**src/rtl/wave_tc_channel.sv**
```systemverilog
module wave_tc_channel #(
  parameter int CW = 16,
  parameter int AW = 4
) (
  input  logic          clk,
  input  logic          rst_n,
  input  logic          slow_tick,
  input  logic          ext_tick,
  input  logic          sync_in,
  input  logic          bus_wr,
  input  logic          bus_rd,
  input  logic [AW-1:0] bus_addr,
  input  logic [31:0]   bus_wdata,
  output logic [31:0]   bus_rdata,
  output logic          tio_a,
  output logic          irq
);
  localparam logic [AW-1:0] A_MODE = AW'(0), A_CMD = AW'(1), A_RA = AW'(2), A_RC = AW'(3),
                            A_CV = AW'(4), A_STAT = AW'(5), A_IEN = AW'(6), A_IDIS = AW'(7),
                            A_MASK = AW'(8);

  logic [10:0]   mode;
  logic [CW-1:0] ra, rc, cnt;
  logic [6:0]    pre, div_last;
  logic          clk_on;
  logic [2:0]    st, mask, ev;
  logic          wr_cmd, trig, pre_hit, tick, step, hit_rc, hit_ra, hit_ovf, stop_now;
  logic [1:0]    act;
  logic [20:0]   unused_wdata;

  assign unused_wdata = bus_wdata[31:11];
  assign wr_cmd  = bus_wr && bus_addr == A_CMD;
  assign trig    = (wr_cmd && bus_wdata[2]) || sync_in;

  always_comb begin
    case (mode[1:0])
      2'd0:    div_last = 7'd1;
      2'd1:    div_last = 7'd7;
      2'd2:    div_last = 7'd31;
      default: div_last = 7'd127;
    endcase
  end

  assign pre_hit = pre == div_last;

  always_comb begin
    case (mode[2:0])
      3'd0, 3'd1, 3'd2, 3'd3: tick = clk_on && pre_hit;
      3'd4:                   tick = clk_on && slow_tick;
      3'd5:                   tick = clk_on && ext_tick;
      default:                tick = 1'b0;
    endcase
  end

  assign step     = tick && !trig;
  assign hit_rc   = step && cnt == rc;
  assign hit_ra   = step && cnt == ra;
  assign stop_now = hit_rc && mode[4];
  assign hit_ovf  = step && (&cnt) && !(hit_rc && (mode[3] || mode[4]));
  assign ev       = {hit_rc, hit_ra, hit_ovf};

  always_comb begin
    if (trig)        act = mode[6:5];
    else if (hit_rc) act = mode[10:9];
    else if (hit_ra) act = mode[8:7];
    else             act = 2'd0;
  end

  always_ff @(posedge clk or negedge rst_n) begin
    if (!rst_n) begin
      mode <= '0; ra <= '0; rc <= '0; cnt <= '0; pre <= '0;
      clk_on <= 1'b0; st <= '0; mask <= '0; tio_a <= 1'b0;
    end else begin
      if (bus_wr && bus_addr == A_MODE) mode <= bus_wdata[10:0];
      if (bus_wr && bus_addr == A_RA)   ra   <= bus_wdata[CW-1:0];
      if (bus_wr && bus_addr == A_RC)   rc   <= bus_wdata[CW-1:0];

      if (!clk_on || trig || pre_hit) pre <= '0;
      else                            pre <= pre + 7'd1;

      if (wr_cmd && bus_wdata[1])      clk_on <= 1'b0;
      else if (wr_cmd && bus_wdata[0]) clk_on <= 1'b1;
      else if (stop_now)               clk_on <= 1'b0;

      if (trig)                     cnt <= '0;
      else if (step && !stop_now) cnt <= (hit_rc && mode[3]) ? '0 : cnt + 1'b1;

      case (act)
        2'd1:    tio_a <= 1'b1;
        2'd2:    tio_a <= 1'b0;
        2'd3:    tio_a <= !tio_a;
        default: tio_a <= tio_a;
      endcase

      st <= ((bus_rd && bus_addr == A_STAT) ? 3'b000 : st) | ev;

      if (bus_wr && bus_addr == A_IEN)  mask <= mask | bus_wdata[2:0];
      if (bus_wr && bus_addr == A_IDIS) mask <= mask & ~bus_wdata[2:0];
    end
  end

  assign irq = |(st & mask);

  always_comb begin
    case (bus_addr)
      A_MODE:  bus_rdata = {21'd0, mode};
      A_RA:    bus_rdata = 32'(ra);
      A_RC:    bus_rdata = 32'(rc);
      A_CV:    bus_rdata = 32'(cnt);
      A_STAT:  bus_rdata = {15'd0, clk_on, 13'd0, st};
      A_MASK:  bus_rdata = {29'd0, mask};
      default: bus_rdata = 32'd0;
    endcase
  end
endmodule


```
**config.mk**
```make
export PLATFORM = sky130hd
export DESIGN_NAME = wave_tc_channel
export DESIGN_NICKNAME = d
export VERILOG_FILES = /design/src/rtl/wave_tc_channel.sv
export SDC_FILE = /design/constraint.sdc
export NUM_CORES = 1
export LEC_CHECK = 0
export ABC_AREA = 1
export BUFFER_PORTS_ARGS = -buffer_cell sky130_fd_sc_hd__buf_2
export CAP_MARGIN = 20
export CORE_MARGIN = 5
export CORE_UTILIZATION = 50
export CTS_CLUSTER_SIZE = 24
export DETAILED_ROUTE_END_ITERATION = 10
export PLACE_DENSITY = 0.71
export SYNTH_ARGS = -nofsm -noshare
export SYNTH_HDL_FRONTEND = slang
export SYNTH_SLANG_ARGS = --single-unit
```
**constraint.sdc**
```tcl
create_clock -name clk -period 3.8 [get_ports clk]
set_input_delay 0 -clock clk [delete_from_list [all_inputs] [get_ports clk]]
set_output_delay 0 -clock clk [all_outputs]
set_load 0.01 [all_outputs]
```
=== Word-level counts from Yosys, hierarchy flattened ===
Index checks and enable logic that the tools add are counted.

* Add/sub/neg operators: 2
* Equal/unequal tests: 21
* Mux-type cells: 17
* Bitwise gates (word level): 5
* Reduce and logical (&&, ||, !) cells: 41

{| class="wikitable"
|+ Operator list
! kind !! number
|-
| 17-bit case mux with 6 select lines || 1
|-
| 16-bit 2-to-1 mux || 3
|-
| 16-bit == test || 2
|-
| 1-bit logical AND || 22
|-
| 7-bit case mux with 3 select lines || 1
|-
| 16-bit by 1-bit adder with 16-bit output (second input constant) || 1
|-
| 4-bit by 3-bit == test with 1-bit output (second input constant) || 4
|-
| 16-bit AND reduction || 1
|-
| 3-bit 2-to-1 mux || 3
|-
| 4-bit by 2-bit == test with 1-bit output (second input constant) || 2
|-
| 7-bit by 1-bit adder with 7-bit output (second input constant) || 1
|-
| 7-bit == test || 1
|-
| 7-bit 2-to-1 mux || 1
|-
| 3-bit bitwise AND || 2
|-
| 2-bit == test (second input constant) || 3
|-
| 3-bit by 2-bit == test with 1-bit output (second input constant) || 2
|-
| 3-bit == test (second input constant) || 2
|-
| 2-bit 2-to-1 mux || 3
|-
| 3-bit OR || 2
|-
| 1-bit case mux with 3 select lines || 2
|-
| 3-bit nonzero test || 2
|-
| 1-bit zero test || 5
|-
| 2-bit by 1-bit == test with 1-bit output (second input constant) || 2
|-
| 4-bit by 1-bit == test with 1-bit output (second input constant) || 1
|-
| other kinds (11) || 17
|}

* Bits in registers: 74
* Input bits: 43
* Output and inout bits: 34
* Word-level logic and storage cells: 95

=== Depth between registers and ports, before layout ===
Gate-level depths: netlist of the first run.

* Word-level depth: 12
* Mapped depth: 15
* Gate-level depth less buffers: 14

=== Worst setup path before layout of the first run ===
Ideal clock, no wire load.

* Kind: register to register
* Start point: reg mode[1]
* End point: reg cnt[11]
* Setup time: 120 ps
* Arrival: 1520 ps
* Required time: 3680 ps
* Path slack: 2161 ps
* Cell stages (with the launch flop): 12
* Path buffers: 2
* Clock period less this slack: 1639 ps
* Cells stage by stage: dfrtp_1 buf_2 nor2_4 nor2_1 nor2_1 nand3_1 nand2_1 nand2_2 a21o_4 nand2_4 buf_6 o21ai_2

* Cells in the longest elaborated chain, start to end: 11
* Elaborated cells between the ends (all ways): 24
* Classes of those cells: 8 x eq/ne; 5 x mux; 11 x reduce/logical

{| class="wikitable"
|+ Ends and longest elaborated chain
! element !! RTL line !! source
|-
| from (decl) || 22 || <nowiki>logic [10:0] mode;</nowiki>
|-
| from (signal assigned) || 74 || <nowiki>if (bus_wr && bus_addr == A_MODE) mode <= bus_wdata[10:0];</nowiki>
|-
| 2-bit == test, or another cell as far along || 36 || <nowiki>case (mode[1:0])</nowiki>
|-
| 7-bit case mux with 3 select lines || 36 ||
|-
| 7-bit == test || 44 || <nowiki>assign pre_hit = pre == div_last;</nowiki>
|-
| 1-bit logical AND || 48 || <nowiki>3'd0, 3'd1, 3'd2, 3'd3: tick = clk_on && pre_hit;</nowiki>
|-
| 1-bit case mux with 3 select lines * || 47 || <nowiki>case (mode[2:0])</nowiki>
|-
| 1-bit logical AND * || 55 || <nowiki>assign step = tick && !trig;</nowiki>
|-
| 1-bit logical AND || 56 || <nowiki>assign hit_rc = step && cnt == rc;</nowiki>
|-
| 1-bit logical AND, on equally long branches || 86, 58 ||
|-
| 16-bit 2-to-1 mux or 1-bit zero test (tied branches) || 86 || <nowiki>else if (step && !stop_now) cnt <= (hit_rc && mode[3]) ? '0 : cnt + 1'b1;</nowiki>
|-
| 16-bit 2-to-1 mux or 1-bit logical AND (tied branches) || 86 ||
|-
| 16-bit 2-to-1 mux or 2-bit nonzero test (tied branches) || -- ||
|-
| to (signal assigned) || 86 ||
|-
| to (decl) || 23 || <nowiki>logic [CW-1:0] ra, rc, cnt;</nowiki>
|}

Every way passes the cells marked *; elsewhere a longest branch is shown, timed or not. The select of a mux whose other input is x is not followed.
A chain may end at the register's enable or synchronous reset.

=== Worst setup path in the final report of the first run ===
* Start point: reg cnt[7]
* End point: reg clk_on

* Cells in the longest elaborated chain, start to end: 4

{| class="wikitable"
|+ Ends and longest elaborated chain
! element !! RTL line !! source
|-
| 16-bit == test || 56 ||
|-
| 1-bit logical AND || 56 ||
|-
| 1-bit logical AND || 58 || <nowiki>assign stop_now = hit_rc && mode[4];</nowiki>
|-
| 3-bit nonzero test (no source line) || -- ||
|-
| to (signal assigned) || 72 || <nowiki>clk_on <= 1'b0; st <= '0; mask <= '0; tio_a <= 1'b0;</nowiki>
|-
| to (signal assigned) || 81 || <nowiki>if (wr_cmd && bus_wdata[1]) clk_on <= 1'b0;</nowiki>
|-
| to (signal assigned) || 82 || <nowiki>else if (wr_cmd && bus_wdata[0]) clk_on <= 1'b1;</nowiki>
|-
| to (decl) || 25 || <nowiki>logic clk_on;</nowiki>
|}

Every way passes these cells.

==> impl_results.md, run 1 <==
* Status: finished clean
* Ys flop type: dfrtp_1
* Warnings, synthesis at 0
* Worst skew pair latency at 0.36 ns
* # clock sinks at 74
* Root Buffer: clkbuf_8
* Slowest CP cell: dlygate4sd3_1
* CTS resizes at 0
* Gpl congestion at 0.882
* Internal power at 1.34 mW
* Critical path class: reg2reg
* Total wire length at 12100 µm
* H-tree levels at 3
* Hold Path Stages at 4
* Syn_area_per_cell at 7.27 µm²
* Synth Cell Area at 4660 µm²
* Hold buffer count at CTS at 21
* Pwr per Cell Area at 393 nW/µm²
* Peak VDD IR at 214 µV
* Area of the die at 11400 µm²
* Final TNS setup at 0 ns
* Core ar. at 9150 µm²
* Via density at 5.38
* Worst path cell trace: inv_2 > nand2_1 > nand2_1 > a21oi_1 > nand2_1 > nor2_1 > nand2_1 > nor2_2 > nand2_1 > nand2_1 > a21oi_1 > dlygate4sd3_1
* Antenna-violating nets left at 0
* All-Layer GR Usage at 22.2%
* Fin area at 5240 µm²
* I/O pin cnt at 77
* Maxcap violations at 0
* Worst Hold Slack at 0.115 ns
* Fmax at 0.449 GHz
* CP Capture Type: flop
* FILL cells at 854
* EDFF count, synth at 0
* Number of global-route vias before repair at 4049
* Layout cell share with drive strength beyond 1 at 13.2%
* Slew Limit Fails at 0
* Switching pwr at 0.721 mW
* Unrepaired setup endpoints after global routing: no
* Data required, critical path at 4.04 ns
* Row count at 35
* Worst Clk Skew at 0.0123 ns
* Max Root-Sink Buffers at 2
* Post-Synthesis Cells at 641
* Buffers on Ports at 45
* HP Class: in2reg
* Via count at 4356
* Combinational fraction of design power at 22.6%
* Final nets at 740
* First-pass GRT wire length at 19800 µm
* Pin count of the biggest net entering global routing at 42
* Layout Utilization at 57.3%
* DRC errors left at 0
* Most common cell after layout, fill and taps aside: nand2_1
* Slowest cell delay on critical path at 0.56 ns
* Crit path top cell by count: nand2_1
* Setup Fix Bufs, Post-CTS at 0
* Clock network power share at 27.1%
* Commonest cells after routing, fill and taps aside: nand2_1 (164), inv_1 (84), dfrtp_1 (74)
* Initial DRC Count at 383
* TritonRoute pass-1 iters at 5
* Total CTS buffers at 9
* Die Height at 107 µm
* Post-synth cell types at 40
* Post-DP Area at 4840 µm²
* Post-synthesis sequential area ratio at 39.7%
* FF-to-FF Start: cnt[7]
* Final min period at 2.23 ns
* Yosys reg bits at 74
* Worst-path clk slew at 0.08 ns
* ANT cells at 0
* Crit path to: clk_on
* FFs w/ async S/R, synth at 100%
* Initial antenna violation count at 0
* WL/cell at 14.9 µm
* Endpoints failing setup at 0
* Final Hold Violating Endpoints at 0
* Worst slew pin tran at 0.933 ns
* Worst R2R End: clk_on
* Layout area overhead at 12.5%
* Setup slack, reg-to-reg at 1.57 ns
* Register share of total power at 50.3%
* HPWL after detailed placement at 8970 µm
* Worst setup SP type: flop
* Reg2Reg Depth at 12
* Worst-path fanout max at 9
* Max_slew headroom at 37.7%
* Die width at 107 µm
* Fin crit share at 58.6%
* Switching share of power at 35.0%
* Starting Density at 50.9%
* GR Overflow Total at 0
* Leakage at 2.69 nW
* CTS tree: done
* CP Launch Point: cnt[7]
* Worst Path Arrival at 2.47 ns
[synthesized netlist by cell type, drive strengths merged (3+ instances only)]
library cell    n  area [µm²]
inv            90         338
xor2           28         245
a221oi          3        26.3
nand4          20         125
mux2i           3        30.0
buf            25         185
o22ai           4        25.0
dfrtp          74        1850
o221ai          5        43.8
nor3            4        20.0
clkbuf         14        56.3
nand2         168         646
a21oi          14        73.8
xnor2           5        43.8
nand3          20         105
nor2           73         302
o21ai          74         408
[worst min path at each step]
stage	to	slack, ns	start
final	flop	0.11	bus_addr[1]
after floorplan	asynchronous set/reset pin	-0.30	rst_n
after global placement	pre[1]	0.20	rst_n
after global routing	flop	0.17	bus_addr[1]
after CTS	flop	0.10	bus_addr[1]
after detailed placement	pre[1]	0.21	rst_n
[sequential cells by signal, summed over array words and instances, names as in the netlist, named ones only]
name,count
st,3
mode,11
clk_on,1
tio_a,1
rc,16
cnt,16
ra,16
pre,7
[kinds of logic (layout without fill, tap and decap cells)]
group / count (synthesis) / count (layout) / synth area share [%]
XOR/XNOR: 33 / 33 / 6.20
AND/OR/NAND/NOR: 290 / 290 / 26.4
AO/OA/AOI/OAI: 108 / 108 / 13.9
other: 1 / 15 / 0.0804
adder cells (fa/ha/maj): 2 / 2 / 0.537
flip-flops: 74 / 74 / 39.7
buffers and inverters: 130 / 174 / 12.5
multiplexers: 3 / 3 / 0.644
[stage by stage]
step	setup WS [ns]	total power, mW	cells
CTS	1.57	2.06	809
global route	1.38	2.18	810
global placement	1.70	1.47	773
finish	1.57	2.06	810
detailed placement	1.67	1.49	773
floorplan	2.16	1.34	655
[cell type report]
type,instances,area (µm²),share of cell area (%)
repair buffers,68,463,8.83
multi-input cells,451,2280,43.5
flip-flops and latches,74,1850,35.3
inverters,91,342,6.51
clock buffers,10,138,2.62
clock inverters,5,31.3,0.597
well taps,111,139,2.65
[layer usage]
| layer | global-route usage (%) | share of wire (%) | up-vias |
|---|---|---|---|
| li1 | - | - | 2128 |
| met1 | 31.0 | 45 | 2049 |
| met2 | 34.1 | 46 | 147 |
| met3 | 3.04 | 5.3 | 32 |
| met4 | 10.1 | 3.1 | 0 |
| met5 | 0 | 0 | - |
[worst max-delay path: cells and delay by family, from the launching register on]
family | cells | cell delay, ns
compound gates | 2 | 0.19
simple gates | 8 | 0.72
flops | 1 | 0.55
buf+inv | 2 | 0.66
[power by group through the flow]
stage,Clock [mW],Sequential (mW),Combinational [mW]
floorplan,0,0.996,0.349
global placement,0,1.04,0.429
detailed placement,0,1.05,0.442
CTS,0.567,1.03,0.463
global route,0.596,1.05,0.537
finish,0.558,1.04,0.465
Note: power is estimated with default switching activity, not from simulation.
==> run 2, diff against run 1 <==
--- a/config.mk
+++ b/config.mk
@@ -5,7 +5,7 @@
 export SDC_FILE = /design/constraint.sdc
 export NUM_CORES = 1
 export LEC_CHECK = 0
-export ABC_AREA = 1
+export ABC_AREA = 0
 export BUFFER_PORTS_ARGS = -buffer_cell sky130_fd_sc_hd__buf_2
 export CAP_MARGIN = 20
 export CORE_MARGIN = 5
==> constraint.sdc (replaced) <==
create_clock -name clk -period 2.1 [get_ports clk]
set_input_delay 0 -clock clk [delete_from_list [all_inputs] [get_ports clk]]
set_output_delay 0 -clock clk [all_outputs]
set_load 0.01 [all_outputs]
==> run 2 against run 1 <==
Final cell count down 18%. Worst hold slack got worse by 0.051 ns. Wire length rose by 6.9%. First-iteration DRC count increased by 21%. Critical endpoint is now cnt[2].
==> impl_results.md, run 2 <==
* Layout area overhead at 29.5% (was 12.5%)
* EDFF count, synth at 0 (unchanged)
* Final Hold Violating Endpoints at 0 (unchanged)
* Total power at 4.18 mW (was 2.06 mW)
* Row count at 34 (was 35)
* Regs by FF count: cnt: 16 flops, ra: 16 flops, rc: 16 flops (unchanged)
* Gpl congestion at 0.958 (was 0.882)
* Antenna-violating nets left at 0 (unchanged)
* Syn_area_per_cell at 9.98 µm² (was 7.27 µm²)
* Leakage at 2.53 nW (was 2.69 nW)
* Reg2Reg Depth at 8 (was 12)
* WL/cell at 19.5 µm (was 14.9 µm)
* Area of the die at 10900 µm² (was 11400 µm²)
* Most common cell in the netlist: dfrtp_1 (was nand2_1)
* Slowest cell delay on critical path at 0.45 ns (was 0.56 ns)
* Fin area at 5780 µm² (was 5240 µm²)
* Max Root-Sink Buffers at 2 (unchanged)
* Layout Utilization at 66.2% (was 57.3%)
* Commonest cells after routing, fill and taps aside: dfrtp_1 (70), mux2_2 (51), buf_4 (51) (was nand2_1 (164), inv_1 (84), dfrtp_1 (74))
* Fin crit share at 99.1% (was 58.6%)
* Data required, critical path at 2.34 ns (was 4.04 ns)
* Worst Hold End: cnt[1]
* Final nets at 594 (was 740)
* CP Capture Type: flop (unchanged)
* DRC errors left at 0 (unchanged)
* Number of global-route vias before repair at 3815 (was 4049)
* Max_slew headroom at 49.0% (was 37.7%)
* Critical path class: reg2reg (unchanged)
* Final std cells w/o fill at 662 (was 810)
* Yosys top cell area share at 41.5% (was 39.7%)
* All-Layer GR Usage at 22.6% (was 22.2%)
* Setup slack, reg-to-reg at 0.02 ns (was 1.57 ns)
* Hold Path Stages at 3 (was 4)
* # clock sinks at 74 (unchanged)
* CTS tree: done (unchanged)
* Worst Hold Launch: sync_in (was bus_addr[1])
* Yosys reg bits at 74 (unchanged)
* Register Area at 1860 µm² (was 1850 µm²)
* Post-DP Area at 5050 µm² (was 4840 µm²)
* Initial antenna violation count at 0 (unchanged)
* Worst skew pair latency at 0.36 ns (about the same)
* Worst path cell trace: xor2_2 > nor4_4 > buf_4 > and4_2 > o2111ai_4 > buf_12 > nand3b_1 > mux2i_1 (was inv_2 > nand2_1 > nand2_1 > a21oi_1 > nand2_1 > nor2_1 > nand2_1 > nor2_2 > nand2_1 > nand2_1 > a21oi_1 > dlygate4sd3_1)
* I/O pin cnt at 77 (unchanged)
* Final TNS setup at 0 ns (unchanged)
* Worst-path fanout max at 14 (was 9)
* FFs w/ async S/R, synth at 100% (unchanged)
* Layout cell share with drive strength beyond 1 at 37.4% (was 13.2%)
* Unrepaired setup endpoints after global routing: yes (was no)
* Endpoints failing setup at 0 (unchanged)
* Post-Synthesis Cells at 447 (was 641)
* Total CTS buffers at 9 (unchanged)
* Post-synth cell types at 50 (was 40)
* Worst R2R End: cnt[2] (was clk_on)
* Fmax at 0.480 GHz (was 0.449 GHz)
* Top cells by area, synth: dfrtp_1 (42%), mux2_2 (13%), mux2i_1 (4.9%) (was dfrtp_1 (40%), nand2_1 (13%), inv_1 (6.8%))
* Final min period at 2.08 ns (was 2.23 ns)
* Status: finished clean (unchanged)
* Initial DRC Count at 463 (was 383)
* TritonRoute pass-1 iters at 5 (unchanged)
* FILL cells at 618 (was 854)
* Most common library cells after synthesis: dfrtp_1 (74), mux2_2 (51), nand2_1 (45) (was nand2_1 (164), inv_1 (84), dfrtp_1 (74))
* Peak VDD IR at 678 µV (was 214 µV)
* Maxcap violations at 0 (unchanged)
* Worst Path Arrival at 2.32 ns (was 2.47 ns)
* Synth Cell Area at 4460 µm² (was 4660 µm²)
* Worst slew pin tran at 0.755 ns (was 0.933 ns)
* Pwr per Cell Area at 724 nW/µm² (was 393 nW/µm²)
* ANT cells at 0 (unchanged)
* Total wire length at 12900 µm (was 12100 µm)
* Via count at 3972 (was 4356)
* Worst Clk Skew at 0.0107 ns (was 0.0123 ns)
* Ys flop type: dfrtp_1 (unchanged)
* Slowest CP cell: dfrtp_2 (was dlygate4sd3_1)
* Die width at 104 µm (was 107 µm)
* GR Overflow Total at 0 (unchanged)
* Pin count of the biggest net entering global routing at 43 (was 42)
* Footprint of the multi-input gates at 2600 µm² (was 2280 µm²)
* HPWL after detailed placement at 8670 µm (was 8970 µm)
* Die Height at 104 µm (was 107 µm)
* Worst-path clk slew at 0.09 ns (was 0.08 ns)
* HP Class: in2reg (unchanged)
* Post-synthesis sequential area ratio at 41.5% (was 39.7%)
* FF-to-FF Start: rc[11] (was cnt[7])
* Core ar. at 8720 µm² (was 9150 µm²)
* Buffers on Ports at 45 (unchanged)
* Most common cell after layout, fill and taps aside: dfrtp_1 (was nand2_1)
* Via density at 6.00 (was 5.38)
* Leading area contributor after synthesis: dfrtp_1 (unchanged)
* H-tree levels at 3 (unchanged)
* First-pass GRT wire length at 20100 µm (was 19800 µm)
* Starting Density at 51.2% (was 50.9%)
* Warnings, synthesis at 0 (unchanged)
* Slew Limit Fails at 0 (unchanged)
* Worst setup SP type: flop (unchanged)
* Root Buffer: clkbuf_8 (unchanged)
* Cells after DPL at 613 (was 773)
## run 2: changes by cell type in the layout (fill, tap and decap cells not counted), sizes merged, moves of 12 or more
cell	change
nor2	-57
nand4	-12
nand3b	+14
inv	-87
mux2	+51
buf	+55
o21ai	-51
xnor2	+14
nand2	-123
mux2i	+19
## run 2: stage by stage
stage / hold slack (ns) / setup WS [ns]
6_report: 0.0635 / 0.0182
5_1_grt: 0.0868 / -0.137
4_1_cts: 0.0519 / -0.00698
3_5_place_dp: -0.0303 / -0.108
3_3_place_gp: -0.0387 / -0.0308
2_1_floorplan: -0.296 / 0.0319
## run 2: cell type report
type,count,area share [%]
well taps,108,2.34
inverters,3,0.195
flip-flops and latches,74,32.1
clock inverters,7,1.62
repair buffers,123,16.6
clock buffers,9,2.14
multi-input cells,338,44.9
## run 2: how the worst max path moves through the flow
stage / startpoint / end / slack (ns)
6_report: rc[11] / cnt[2] / 0.02
5_1_grt: pre[4] / cnt[10] / -0.14
4_1_cts: rc[6] / cnt[12] / -0.007
3_5_place_dp: rc[11] / cnt[12] / -0.11
3_3_place_gp: rc[11] / cnt[12] / -0.03
2_1_floorplan: mode[0] / cnt[10] / 0.03
## run 2: kinds of logic (layout without fill, tap and decap cells)
kind of cell	count (synthesis)	after routing	share of synthesized area, %
simple gates	142	142	16.9
flops	74	74	41.5
mux	73	73	17.8
compound gates	69	69	10.3
buf+inv	49	142	5.61
xor+xnor	37	37	7.26
fa+ha+maj	2	2	0.561
other cells	1	15	0.0840
## run 2: critical path, delay by kind of cell (launching register included)
family                 cells  cell delay, ns
AND/OR/NAND/NOR            3            0.68
flip-flops                 1            0.45
buffers and inverters      2            0.38
AO/OA/AOI/OAI              1            0.19
XOR/XNOR                   1            0.17
multiplexers               1            0.09
## run 2: routing by layer
metal / global-route usage [%] / routed length, µm / vias to the layer above
met5: 0 / 0 / -
met4: 9.90 / 501 / 0
met3: 3.79 / 971 / 47
met2: 33.9 / 5890 / 202
met1: 32.1 / 5540 / 1948
li1: - / - / 1775
## run 2: power by group
group / switching [mW] / total, mW / internal (mW)
sequential: 0.281 / 1.93 / 1.65
combinational: 0.483 / 1.01 / 0.525
clock: 0.578 / 1.24 / 0.667
total: 1.34 / 4.18 / 2.84
## run 2: what timing repair did
action,CTS,global route
setup endpoints to repair,17,21
gates resized for setup,7,30
gates cloned,0,2
setup buffers,2,10
hold buffers,19,0
hold endpoints to repair,112,0
pin swaps,5,13
